--- src/rtl/pm_pkg.sv ---
package pm_pkg;
    localparam int BANK_W = 4;
    typedef logic [BANK_W-1:0] bank_t;
    typedef enum logic { SRC_LATCH = 1'b0, SRC_PORT = 1'b1 } src_e;
endpackage

--- src/rtl/pm_window_decode.sv ---
module pm_window_decode #(
    parameter int ADDR_W  = 16,
    parameter int WIN_LSB = 5
) (
    input  logic [ADDR_W-1:0] addr,
    output logic              win_hit,
    output logic              common_hit
);
    localparam int TAG_W = ADDR_W - WIN_LSB;

    logic [TAG_W-1:0] tag;
    logic             unused_low;

    assign tag        = addr[ADDR_W-1:WIN_LSB];
    assign win_hit    = &tag;
    assign common_hit = ~addr[ADDR_W-1];
    assign unused_low = ^addr[WIN_LSB-1:0];
endmodule

--- src/rtl/pm_bank_store.sv ---
module pm_bank_store
    import pm_pkg::*;
#(
    parameter int   DATA_W = 8,
    parameter src_e SRC    = SRC_LATCH
) (
    input  logic              clk,
    input  logic              rst_n,
    input  logic              load,
    input  logic [DATA_W-1:0] wdata,
    input  bank_t             port_bank,
    output bank_t             bank_q
);
    generate
        if (SRC == SRC_LATCH) begin : g_latch
            bank_t bank_r;
            logic  unused_in;

            always_ff @(posedge clk or negedge rst_n) begin
                if (!rst_n)
                    bank_r <= '0;
                else if (load)
                    bank_r <= wdata[BANK_W-1:0];
            end

            assign bank_q    = bank_r;
            assign unused_in = ^{port_bank, wdata[DATA_W-1:BANK_W]};
        end else begin : g_port
            logic unused_in;

            assign bank_q    = port_bank;
            assign unused_in = ^{clk, rst_n, load, wdata};
        end
    endgenerate
endmodule

--- src/rtl/pm_addr_drive.sv ---
module pm_addr_drive
    import pm_pkg::*;
(
    input  logic  common_hit,
    input  bank_t bank,
    output bank_t mem_hi
);
    generate
        for (genvar i = 0; i < BANK_W; i++) begin : g_line
            assign mem_hi[i] = bank[i] & ~common_hit;
        end
    endgenerate
endmodule

--- src/rtl/prog_page_mapper.sv ---
module prog_page_mapper
    import pm_pkg::*;
#(
    parameter int ADDR_W    = 16,
    parameter int DATA_W    = 8,
    parameter int WIN_LSB   = 5,
    parameter bit PORT_MODE = 1'b0
) (
    input  logic              clk,
    input  logic              rst_n,
    input  logic [ADDR_W-1:0] cpu_addr,
    input  logic [DATA_W-1:0] cpu_wdata,
    input  logic              wr_qual,
    input  logic [BANK_W-1:0] port_bank,
    output logic [BANK_W-1:0] mem_hi,
    output logic [BANK_W-1:0] bank_held
);
    localparam src_e BANK_SRC = src_e'(PORT_MODE);

    logic  win_hit;
    logic  common_hit;
    logic  load;
    bank_t bank_sel;

    pm_window_decode #(.ADDR_W(ADDR_W), .WIN_LSB(WIN_LSB)) u_dec (
        .addr       (cpu_addr),
        .win_hit    (win_hit),
        .common_hit (common_hit)
    );

    assign load = wr_qual & win_hit;

    pm_bank_store #(.DATA_W(DATA_W), .SRC(BANK_SRC)) u_store (
        .clk       (clk),
        .rst_n     (rst_n),
        .load      (load),
        .wdata     (cpu_wdata),
        .port_bank (port_bank),
        .bank_q    (bank_sel)
    );

    pm_addr_drive u_drive (
        .common_hit (common_hit),
        .bank       (bank_sel),
        .mem_hi     (mem_hi)
    );

    assign bank_held = bank_sel;
endmodule

--- config.mk ---
export PLATFORM = sky130hd
export DESIGN_NAME = prog_page_mapper
export DESIGN_NICKNAME = d
export VERILOG_FILES = /design/src/rtl/pm_pkg.sv /design/src/rtl/pm_window_decode.sv /design/src/rtl/pm_bank_store.sv /design/src/rtl/pm_addr_drive.sv /design/src/rtl/prog_page_mapper.sv
export SDC_FILE = /design/constraint.sdc
export NUM_CORES = 1
export LEC_CHECK = 0
export BUFFER_PORTS_ARGS = -buffer_cell sky130_fd_sc_hd__buf_2
export CAP_MARGIN = 25
export CORE_AREA = 2 2 39 41
export CTS_CLUSTER_SIZE = 10
export DETAILED_ROUTE_END_ITERATION = 8
export DIE_AREA = 0 0 41 43
export MAX_ROUTING_LAYER = met4
export PLACE_DENSITY = 0.64
export SYNTH_ARGS = -nofsm -noshare
export SYNTH_HDL_FRONTEND = slang
export SYNTH_SLANG_ARGS = --single-unit
export TNS_END_PERCENT = 30
--- constraint.sdc ---
create_clock -name clk -period 0.9 [get_ports clk]
set_clock_uncertainty 0.1 [all_clocks]
set_input_delay 0.18 -clock clk [delete_from_list [all_inputs] [get_ports clk]]
set_output_delay 0.18 -clock clk [all_outputs]
set_load 0.02 [all_outputs]
== Word-level counts from Yosys, hierarchy flattened ==
Cells that the tools add are included.
Storage, ports and cells
  input port bits: 31
  latch bits: 0
  register bits after elaboration: 4
  word-level logic and storage cells: 7
  RAM bits: 0
  bits in read-only memories: 0
  memories: 0
  output and inout port bits: 8
Operators by class
  eq/ne operators: 0
  multiplexer cells: 0
  multipliers: 0
  shifts and indexed selects: 0
  order comparisons: 0
  reductions and logical operators: 1
  div/mod/pow operators: 0
  add/subtract/negate cells: 0
  bitwise gates (word level): 5
Operators with widths (count)
  $reduce_and 11->1: 1
  $and 1x1->1: 5

== Longest topological paths before layout ==
Gate-level depths: netlist of run 1.
  depth after elaboration: 2
  gate-level depth with buffers: 3
  depth with buffers taken out: 3

== Cells and area by module ==
A second synthesis of run 1 with hierarchy kept.
Second synthesis, totals
  cells, all modules: 18
  area total of the unflattened synthesis: 207.7 um^2
By module, submodules not included
  pm_bank_store: cells each 8, instances 1, area each 145.1 um^2, seq. area each 100.1 um^2
  pm_window_decode: cells each 5, instances 1, area each 31.3 um^2, seq. area each 0.0 um^2
  pm_addr_drive: cells each 4, instances 1, area each 25.0 um^2, seq. area each 0.0 um^2
  prog_page_mapper: cells each 1, instances 1, area each 6.3 um^2, seq. area each 0.0 um^2

== Worst setup path before layout of run 1 ==
No wires, ideal clock.
  path kind: input to register
  from: in wr_qual
  to: reg u_store.g_latch.bank_r[0] (netlist: u_store.bank_q[0])
  path buffers: 0
  data arrival time: 903 ps
  required time: 672 ps
  setup time: 128 ps
  cell stages on the path: 3
  path slack: -231 ps
  path through: nand4_1 nor3_4 mux2_1
Between the ends
  word-level cells in the longest chain between the ends: 1
RTL lines
  from (decl): line prog_page_mapper.sv:13  | input logic wr_qual,
  $and 1x1->1: line prog_page_mapper.sv:31  | assign load = wr_qual & win_hit;
  to (signal assigned): line pm_bank_store.sv:23  | bank_r <= wdata[BANK_W-1:0];
  to (decl): line pm_bank_store.sv:16  | bank_t bank_r;
No other way between the ends.
A chain may end at the register's enable or synchronous reset.

== Worst setup path after layout of run 1 ==
  from: reg u_store.g_latch.bank_r[2] (netlist: u_store.bank_q[2])
  to: out mem_hi[2]
Between the ends
  word-level cells in the longest chain between the ends: 1
RTL lines
  $and 1x1->1: line pm_addr_drive.sv:10  | assign mem_hi[i] = bank[i] & ~common_hit;
  to (decl): line prog_page_mapper.sv:15  | output logic [BANK_W-1:0] mem_hi,
No other way between the ends.

==> flow_summary.yaml, run 1 <==
setup_path:
  arrival_ns: 0.90
  cp_slowest_cell: "dfrtp_1"
  reg2regPathDepth: 2
  worst_r2r_startpoint: "u_store.bank_q[2]$_DFFE_PN0P_"
  rr_endpoint: "u_store.bank_q[2]$_DFFE_PN0P_"
  r2r_slack_ns: -0.12
  cp-start-kind: "flip-flop"
  required_ns: 0.62
  crit_path_end_kind: "primary output"
  crit_type: "flip-flop to primary output"
  crit_fanout: 3
  critPathMaxStageDelay_ns: 0.39
  worstPathCellList: "and2_4 -> buf_6"
synthesis:
  avgSynthCellArea_um2: 13.22
  ys_warn_count: 0
  synth_top_area_share_pct: 47.34
  synthMuxAreaShare_pct: 21.30
  synth_fa_ha_area_share_pct: 0
  synth_compound_area_share_pct: 0
  synth_cells: 16
  synth_xor_area_share_pct: 0
  synth_seq_area_share_pct: 47.34
  ys_types: 6
  syn_area_um2: 211.5
  synth_top_family_by_area: "simple AND/OR/NAND/NOR gates"
  yosys.area_share.simple_pct: 31.36
  ys_ff_latch: 4
  synth_largest_area_cell: "dfrtp_1"
  yosys-top-cells-area: "dfrtp_1 (47%), mux2_1 (21%), and2_1 (12%), nor3_4 (7.7%), nand4_1 (5.9%)"
  syn-num-nets: 47
power:
  leakagePower_nw: 0.2806
  power_w: 0.0004762
  ir_drop_v: 0.0004926
  power_density_nw_per_um2: 996.3
die:
  rows: 14
  start_util_pct: 15.28
  core_area_um2: 1384
  io_pins: 39
  chipWidth_um: 41
  fp.dieArea_um2: 1763
  fp.dieH_um: 43
clocking:
  cts.sinks: 4
  cts_tree: "built"
  cts-buffers-inserted: 3
  cts_htree_levels: 1
  clk_pin_slew_worst_paths_ns: 0.04
  cts_buffer_depth: 2
  clock-root-buffer: "clkbuf_4"
  clkLatencyLatePin_ns: 0.23
routing:
  avgViaCountPerCell: 4.167
  drc: 0
  drt_first_pass_iters: 3
  wl_um: 824
  drtIter0Drc: 6
  vias: 275
  wire_per_inst_um: 12.48
  drtAntennaViolNets: 0
timing:
  relSlewSlack_pct: 84.54
  hold_viol_final: 0
  rsz0062_at_grt: "yes"
  fmax_ghz: 0.8509
  fin_crit_ns: 1.175
  slew_violations: 0
  worst_pin_slew_ns: 0.2311
  fin_crit_sh_pct: 130.6
  fin_ws_ns: -0.2752
  setup_violations: 12
layout:
  diodes: 0
  syn_to_final_growth_pct: 126.0
  drive_above_1_share_pct: 78.00
  fillers: 149
  final_cell_area_um2: 478.0
  nets: 83
  layout_commonest_cell: "buf_2"
  layout_common_cells: "buf_2 (19), buf_6 (7)"
  largest_register_ff_count: 4
job:
  max_cap_violations: 0
global_route:
  antenna_found_initial: 0
  grt_busiest_layer: "met2"
  grtUsageMet1_pct: 13.31
  grt_pass1_wl_mm: 1.186
  use_met3_pct: 5.236
  grt_use_total_pct: 11.25
  overflow: 0
  met2_usage_pct: 14.37
  grt_max_degree: 5
  grt_pass1_vias: 301
min_path:
  holdPathStages: 2
  hold_path.class: "input pin to flip-flop"
  min-delay-start: "cpu_wdata[1]"
  holdPathEnd: "u_store.bank_q[1]$_DFFE_PN0P_"
placed_design:
  io_buffers: 25
  placement.cell_area_um2: 364.1
  place_congestion: 0.7506
status:
  violations: "negative setup slack"
  status: "finished with violations"
## power breakdown
group,internal [W],total [W],switching (W)
logic,0.0000404,0.0000699,0.0000295
clock network,0.000149,0.000223,0.0000736
registers,0.000182,0.000183,0.00000113
## worst max path at each step
stage,depth (start not counted),start,slack [ns],end
finish,2,u_store.bank_q[2]$_DFFE_PN0P_,-0.28,mem_hi[2]
global route,2,u_store.bank_q[3]$_DFFE_PN0P_,-0.31,mem_hi[3]
CTS,2,u_store.bank_q[1]$_DFFE_PN0P_,-0.28,mem_hi[1]
detailed placement,4,cpu_addr[9],-0.37,u_store.bank_q[1]$_DFFE_PN0P_
global placement,4,wr_qual,-0.36,u_store.bank_q[2]$_DFFE_PN0P_
floorplan,3,wr_qual,-0.21,u_store.bank_q[0]$_DFFE_PN0P_
## synth_stat cells, drive strengths merged
master and number:
and2 4, dfrtp 4, mux2 4, nand4 3, nor3 1
## timing repair
item,in CTS,in global routing
hold endpoints to repair,4,0
buffers inserted,4,0
hold buffers,1,0
resized for setup,16,1
pin swaps,4,1
endpoints found under the setup margin,12,12
## worst max-delay path: cells and delay by family (launching register included)
| kind | cells | cell delay [ns] |
|---|---|---|
| buf+inv | 1 | 0.12 |
| simple gates | 1 | 0.15 |
| flops | 1 | 0.39 |
## per-layer routing
metal  part of all wire, %  wire [um]  vias up
li1                      -          -      128
met1                    45        371      119
met2                    40        328       26
met3                    14        114        2
met4                   1.1          9        0
met5                     0          0        -
## cell families after synthesis
kind of cell / count (synthesis)
multiplexers: 4
flip-flops: 4
AND/OR/NAND/NOR: 8
## final cells by class
class	count	area [um^2]	area share (%)
Timing Repair Buffer	31	214.0	44.76
Multi-Input combinational cell	12	121.4	25.39
Sequential cell	4	100.1	20.94
Clock buffer	3	22.52	4.712
Tap cell	16	20.02	4.188
## through the flow
stage               cells  setup TNS [ns]  utilization, %  hold WS, ns  setup slack [ns]
floorplan              16          -1.168               -      -0.2156           -0.2135
global placement       58          -1.747           26.31      -0.1122           -0.3641
detailed placement     58          -1.775           26.31      -0.1128           -0.3667
CTS                    66          -2.404           34.27      0.05891           -0.2788
global route           66          -2.792           34.54      0.08313           -0.3073
finish                 66          -2.364           34.54      0.06781           -0.2752
(Power assumes the default switching activity.)
==> inputs of run 2 (changes only) <==
--- a/config.mk
+++ b/config.mk
@@ -8,6 +8,7 @@
 export BUFFER_PORTS_ARGS = -buffer_cell sky130_fd_sc_hd__buf_2
 export CAP_MARGIN = 25
 export CORE_AREA = 2 2 39 41
+export CTS_BUF_LIST = sky130_fd_sc_hd__clkbuf_8
 export CTS_CLUSTER_SIZE = 10
 export DETAILED_ROUTE_END_ITERATION = 8
 export DIE_AREA = 0 0 41 43
==> run 2 against run 1 <==
  * The run still ends with negative setup slack left
  * Sequential power is essentially flat
  * Die area is the same
  * First-iteration DRC count shrank 33%
  * Cell count grew 1.5%
  * Utilization grew 1.9 points
  * Hold slack gained 0.022 ns
  * Power grew 31%
  * Sequential share of layout area shrank 1.1 points
  * Non-clock buffer count grew 1
  * Global-route usage grew 0.52 points
  * Critical path type unchanged
  * Largest power group unchanged
  * Highest routed layer unchanged
==> flow_summary.yaml, run 2 (synthesis gave the netlist of run 1 again) <==
global_route:
  grt_use_total_pct: 11.76
  grt_max_degree: 5
  grt_pass1_wl_mm: 1.255
  overflow: 0
  grt_pass1_vias: 314
  antenna_found_initial: 0
layout:
  final-seq-area_um2: 100.1
  multi_input_area_um2: 121.4
  diodes: 0
  drive_above_1_share_pct: 78.43
  final_cell_area_um2: 504.2
  syn_to_final_growth_pct: 138.5
  finish.utilization_pct: 36.44
  layout_commonest_cell: "buf_2"
  largest_register_ff_count: 4
  fillers: 150
  layout_common_cells: "buf_2 (19), buf_6 (7), buf_4 (5)"
  nets: 84
status:
  violations: "negative setup slack"
  status: "finished with violations"
routing:
  drt_first_pass_iters: 2
  vias: 277
  route.met2.wl_um: 356
  drtIter0Drc: 4
  wl_met3_um: 115
  avgViaCountPerCell: 4.134
  wl_met1_um: 366
  drc: 0
  wl_um: 845
  wire_per_inst_um: 12.61
  highest_layer: "met4"
  drtAntennaViolNets: 0
die:
  rows: 14
  start_util_pct: 15.28
  fp.dieH_um: 43
  fp.dieArea_um2: 1763
  core_area_um2: 1384
  chipWidth_um: 41
  io_pins: 39
timing:
  hold_ws_ns: 0.09011
  fmax_ghz: 0.8692
  fin_ws_ns: -0.2504
  relSlewSlack_pct: 83.74
  setup_violations: 12
  slew_violations: 0
  fin_crit_sh_pct: 127.8
  hold_viol_final: 0
  rsz0062_at_grt: "yes"
  fin_crit_ns: 1.150
  worst_pin_slew_ns: 0.2431
clocking:
  clkLatencyLatePin_ns: 0.21
  cts_tree: "built"
  cts.sinks: 4
  cts_buffer_depth: 2
  cts_htree_levels: 1
  clk_pin_slew_worst_paths_ns: 0.03
  clock-root-buffer: "clkbuf_8"
  cts-buffers-inserted: 3
setup_path:
  arrival_ns: 0.87
  required_ns: 0.62
  cp-start-kind: "flip-flop"
  crit_path_end_kind: "primary output"
  crit_fanout: 3
  reg2regPathDepth: 3
  crit_type: "flip-flop to primary output"
power:
  power_w: 0.0006219
  leakagePower_nw: 0.2938
  ir_drop_v: 0.0004913
  power_density_nw_per_um2: 1233
min_path:
  hold_path.class: "input pin to flip-flop"
  holdPathStages: 2
placed_design:
  place_congestion: 0.7506
  io_buffers: 25
  placement.cell_area_um2: 364.1
job:
  max_cap_violations: 0
run 2: layout make-up:
class                           instances  share of cell area (%)
Clock buffer                            3                   8.189
Multi-Input combinational cell         12                   24.07
Sequential cell                         4                   19.85
Tap cell                               16                   3.970
Timing Repair Buffer                   32                   43.92
run 2: power by group:
| group | switching (W) | internal [W] |
|---|---|---|
| registers | 0.00000117 | 0.000183 |
| logic | 0.0000297 | 0.0000409 |
| clock network | 0.0000833 | 0.000284 |
| total | 0.000114 | 0.000508 |
run 2: final timing paths:
kind / from / to / slack, ns
setup / recovery: u_store.bank_q[2]$_DFFE_PN0P_ / mem_hi[2] / -0.25
hold / removal: cpu_wdata[1] / u_store.bank_q[1]$_DFFE_PN0P_ / 0.09
setup reg to reg: u_store.bank_q[0]$_DFFE_PN0P_ / u_store.bank_q[0]$_DFFE_PN0P_ / -0.22
hold reg to reg: u_store.bank_q[1]$_DFFE_PN0P_ / u_store.bank_q[1]$_DFFE_PN0P_ / 0.43
max in group asynchronous: rst_n / u_store.bank_q[2]$_DFFE_PN0P_ / 0.38
min in group asynchronous: rst_n / u_store.bank_q[3]$_DFFE_PN0P_ / 0.20
run 2: timing repair:
action                                 in CTS  in global routing
pin swaps                                   4                  1
resized for setup                          14                  3
hold buffers                                1                  0
setup endpoints to repair                  12                 12
setup buffers                               5                  0
endpoints found under the hold margin       4                  0
run 2: metrics by stage:
stage / setup slack (ns) / TNS, ns / std cells
after floorplan: -0.2135 / -1.168 / 16
after global placement: -0.3641 / -1.747 / 58
after detailed placement: -0.3667 / -1.775 / 58
after CTS: -0.2527 / -2.448 / 67
after global routing: -0.2818 / -2.778 / 67
final: -0.2504 / -2.375 / 67
run 2: worst max-delay path, cell delays in order, from the launching register on:
cell	delay (ns)
dfrtp_1	0.39
and2_4	0.15
buf_6	0.12
run 2: routing by layer:
layer / track usage, % / up-vias
li1: - / 131
met1: 13.64 / 118
met2: 15.63 / 26
met3: 5.236 / 2
met4: 8.000 / 0
met5: - / -
==> inputs of run 3 (changes only) <==
--- a/config.mk
+++ b/config.mk
@@ -7,13 +7,15 @@
 export LEC_CHECK = 0
 export BUFFER_PORTS_ARGS = -buffer_cell sky130_fd_sc_hd__buf_2
 export CAP_MARGIN = 25
-export CORE_AREA = 2 2 39 41
+export CELL_PAD_IN_SITES_DETAIL_PLACEMENT = 1
+export CELL_PAD_IN_SITES_GLOBAL_PLACEMENT = 1
+export CORE_MARGIN = 1.5
+export CORE_UTILIZATION = 15
 export CTS_BUF_LIST = sky130_fd_sc_hd__clkbuf_8
 export CTS_CLUSTER_SIZE = 10
 export DETAILED_ROUTE_END_ITERATION = 8
-export DIE_AREA = 0 0 41 43
 export MAX_ROUTING_LAYER = met4
-export PLACE_DENSITY = 0.64
+export PLACE_DENSITY = 0.87
 export SYNTH_ARGS = -nofsm -noshare
 export SYNTH_HDL_FRONTEND = slang
 export SYNTH_SLANG_ARGS = --single-unit
==> run 3 against run 2 <==
  * The run still ends with negative setup slack left
  * Utilization grew 1.4 points
  * Power is 1.9% higher
  * Combinational power up 7.5%
  * Largest power group unchanged
==> flow_summary.yaml, run 3 (synthesis gave the netlist of run 1 again) <==
layout:
  nets: 80
  final-seq-area_um2: 100.1
  layout_common_cells: "buf_2 (16), buf_6 (9), and2_4 (4), dfrtp_1 (4)"
  fillers: 158
  drive_above_1_share_pct: 78.72
  layout_commonest_cell: "buf_2"
  largest_register_ff_count: 4
  diodes: 0
  finish.utilization_pct: 37.79
  final_cell_area_um2: 491.7
  syn_to_final_growth_pct: 132.5
  multi_input_area_um2: 125.1
  final_cells: 62
clocking:
  clk_pin_slew_worst_paths_ns: 0.03
  cts-buffers-inserted: 3
  cts.sinks: 4
  clkLatencyLatePin_ns: 0.21
  cts_buffer_depth: 2
  cts_tree: "built"
  clock-root-buffer: "clkbuf_8"
  cts_htree_levels: 1
timing:
  slew_violations: 0
  fin_crit_ns: 1.152
  relSlewSlack_pct: 81.94
  worst_pin_slew_ns: 0.2700
  hold_viol_final: 0
  setup_violations: 12
  rsz0062_at_grt: "yes"
  fin_ws_ns: -0.2521
  fmax_ghz: 0.8680
  fin_crit_sh_pct: 128.0
setup_path:
  arrival_ns: 0.87
  crit_path_end_kind: "primary output"
  critPathMaxStageDelay_ns: 0.39
  crit_type: "flip-flop to primary output"
  cp_top_family: "flip-flops"
  crit_fanout: 3
  critPathBufInv: 1
  cp-start-kind: "flip-flop"
  cp_slowest_cell: "dfrtp_1"
  worstPathCellList: "and2_4 -> buf_6"
  required_ns: 0.62
global_route:
  grt_max_degree: 5
  grt_pass1_wl_um: 917
  overflow: 0
  grt_pass1_vias: 244
  antenna_found_initial: 0
  grt_use_total_pct: 9.624
die:
  chipWidth_um: 40.55
  core_area_um2: 1301
  rows: 13
  io_pins: 39
  fp.dieH_um: 40.55
  start_util_pct: 16.25
  fp.dieArea_um2: 1644
routing:
  drtAntennaViolNets: 0
  wl_met3_um: 76
  wire_per_inst_um: 12.08
  wl_met1_um: 199
  highest_layer: "met3"
  drt_first_pass_iters: 2
  drc: 0
  route.met2.wl_um: 473
  avgViaCountPerCell: 4.113
  vias: 255
  drtIter0Drc: 1
  wl_um: 749
power:
  ir_drop_v: 0.0007181
  swShare_pct: 18.50
  power_density_nw_per_um2: 1289
  sequentialPowerShare_pct: 29.0
  clock_power_share_pct: 59.1
  power_w: 0.0006338
  switchingPower_w: 0.0001173
  internal_power_w: 0.0005166
  comb_power_share_pct: 12.0
  leakagePower_nw: 0.2789
placed_design:
  place_ws_ns: -0.3997
  place_inst: 57
  place_congestion: 0.6270
  io_buffers: 25
  placement.cell_area_um2: 362.8
job:
  max_cap_violations: 0
status:
  status: "finished with violations"
  violations: "negative setup slack"
min_path:
  hold_path.class: "input pin to flip-flop"
==> run 3: cell types whose count changed in the layout (fill, tap and decap cells not counted) <==
| cell | before | now |
|---|---|---|
| buf_4 | 5 | 2 |
| mux2_4 | 0 | 1 |
| buf_6 | 7 | 9 |
| buf_2 | 19 | 16 |
| mux2_1 | 4 | 3 |
==> run 3: what timing repair did <==
item                       CTS  global route
gates cloned                 0             0
gates resized for setup     14             5
hold endpoints to repair     4             0
hold buffers                 1             0
pin swaps                    5             2
setup endpoints to repair   12            12
setup buffers                1             0
==> run 3: worst reg2reg max path, cell delays in order (launching register included) <==
cell	delay [ns]
dfrtp_1	0.36
buf_4	0.14
mux2_1	0.28
==> run 3: path summary, 6_finish.rpt <==
kind	start	endpoint	slack (ns)	cells past startpoint
min	cpu_wdata[2]	u_store.bank_q[2]$_DFFE_PN0P_	0.09	2
min reg2reg	u_store.bank_q[0]$_DFFE_PN0P_	u_store.bank_q[0]$_DFFE_PN0P_	0.41	1
min in group asynchronous	rst_n	u_store.bank_q[3]$_DFFE_PN0P_	0.20	2
max reg2reg	u_store.bank_q[2]$_DFFE_PN0P_	u_store.bank_q[2]$_DFFE_PN0P_	-0.10	2
max in group asynchronous	rst_n	u_store.bank_q[0]$_DFFE_PN0P_	0.38	2
max	u_store.bank_q[3]$_DFFE_PN0P_	mem_hi[3]	-0.25	2
==> run 3: cell type report <==
class | count | share of cell area (%)
clock buffer | 3 | 8.397
multi-input combinational | 12 | 25.45
sequential | 4 | 20.36
tap | 15 | 3.817
timing repair buffer | 28 | 41.98
==> run 3: power groups by stage <==
stage          Sequential, W  Clock [W]  Combinational (W)
5_1_grt             0.000184   0.000394          0.0000823
4_1_cts             0.000183   0.000386          0.0000653
2_1_floorplan       0.000187          0         0.00000739
6_report            0.000183   0.000375          0.0000758
3_3_place_gp        0.000185          0          0.0000573
3_5_place_dp        0.000185          0          0.0000585
==> run 3: layer usage <==
layer / up-vias / track usage (%)
li1: 121 / -
met1: 120 / 6.667
met2: 14 / 18.25
met3: 0 / 2.222
met4: 0 / 10.00
met5: - / -
==> run 3: stage by stage <==
step	TNS, ns	hold WS [ns]
3_5_place_dp	-1.933	-0.1121
3_3_place_gp	-1.721	-0.1122
6_report	-2.259	0.09174
5_1_grt	-2.753	0.09119
2_1_floorplan	-1.168	-0.2156
4_1_cts	-2.302	0.08619
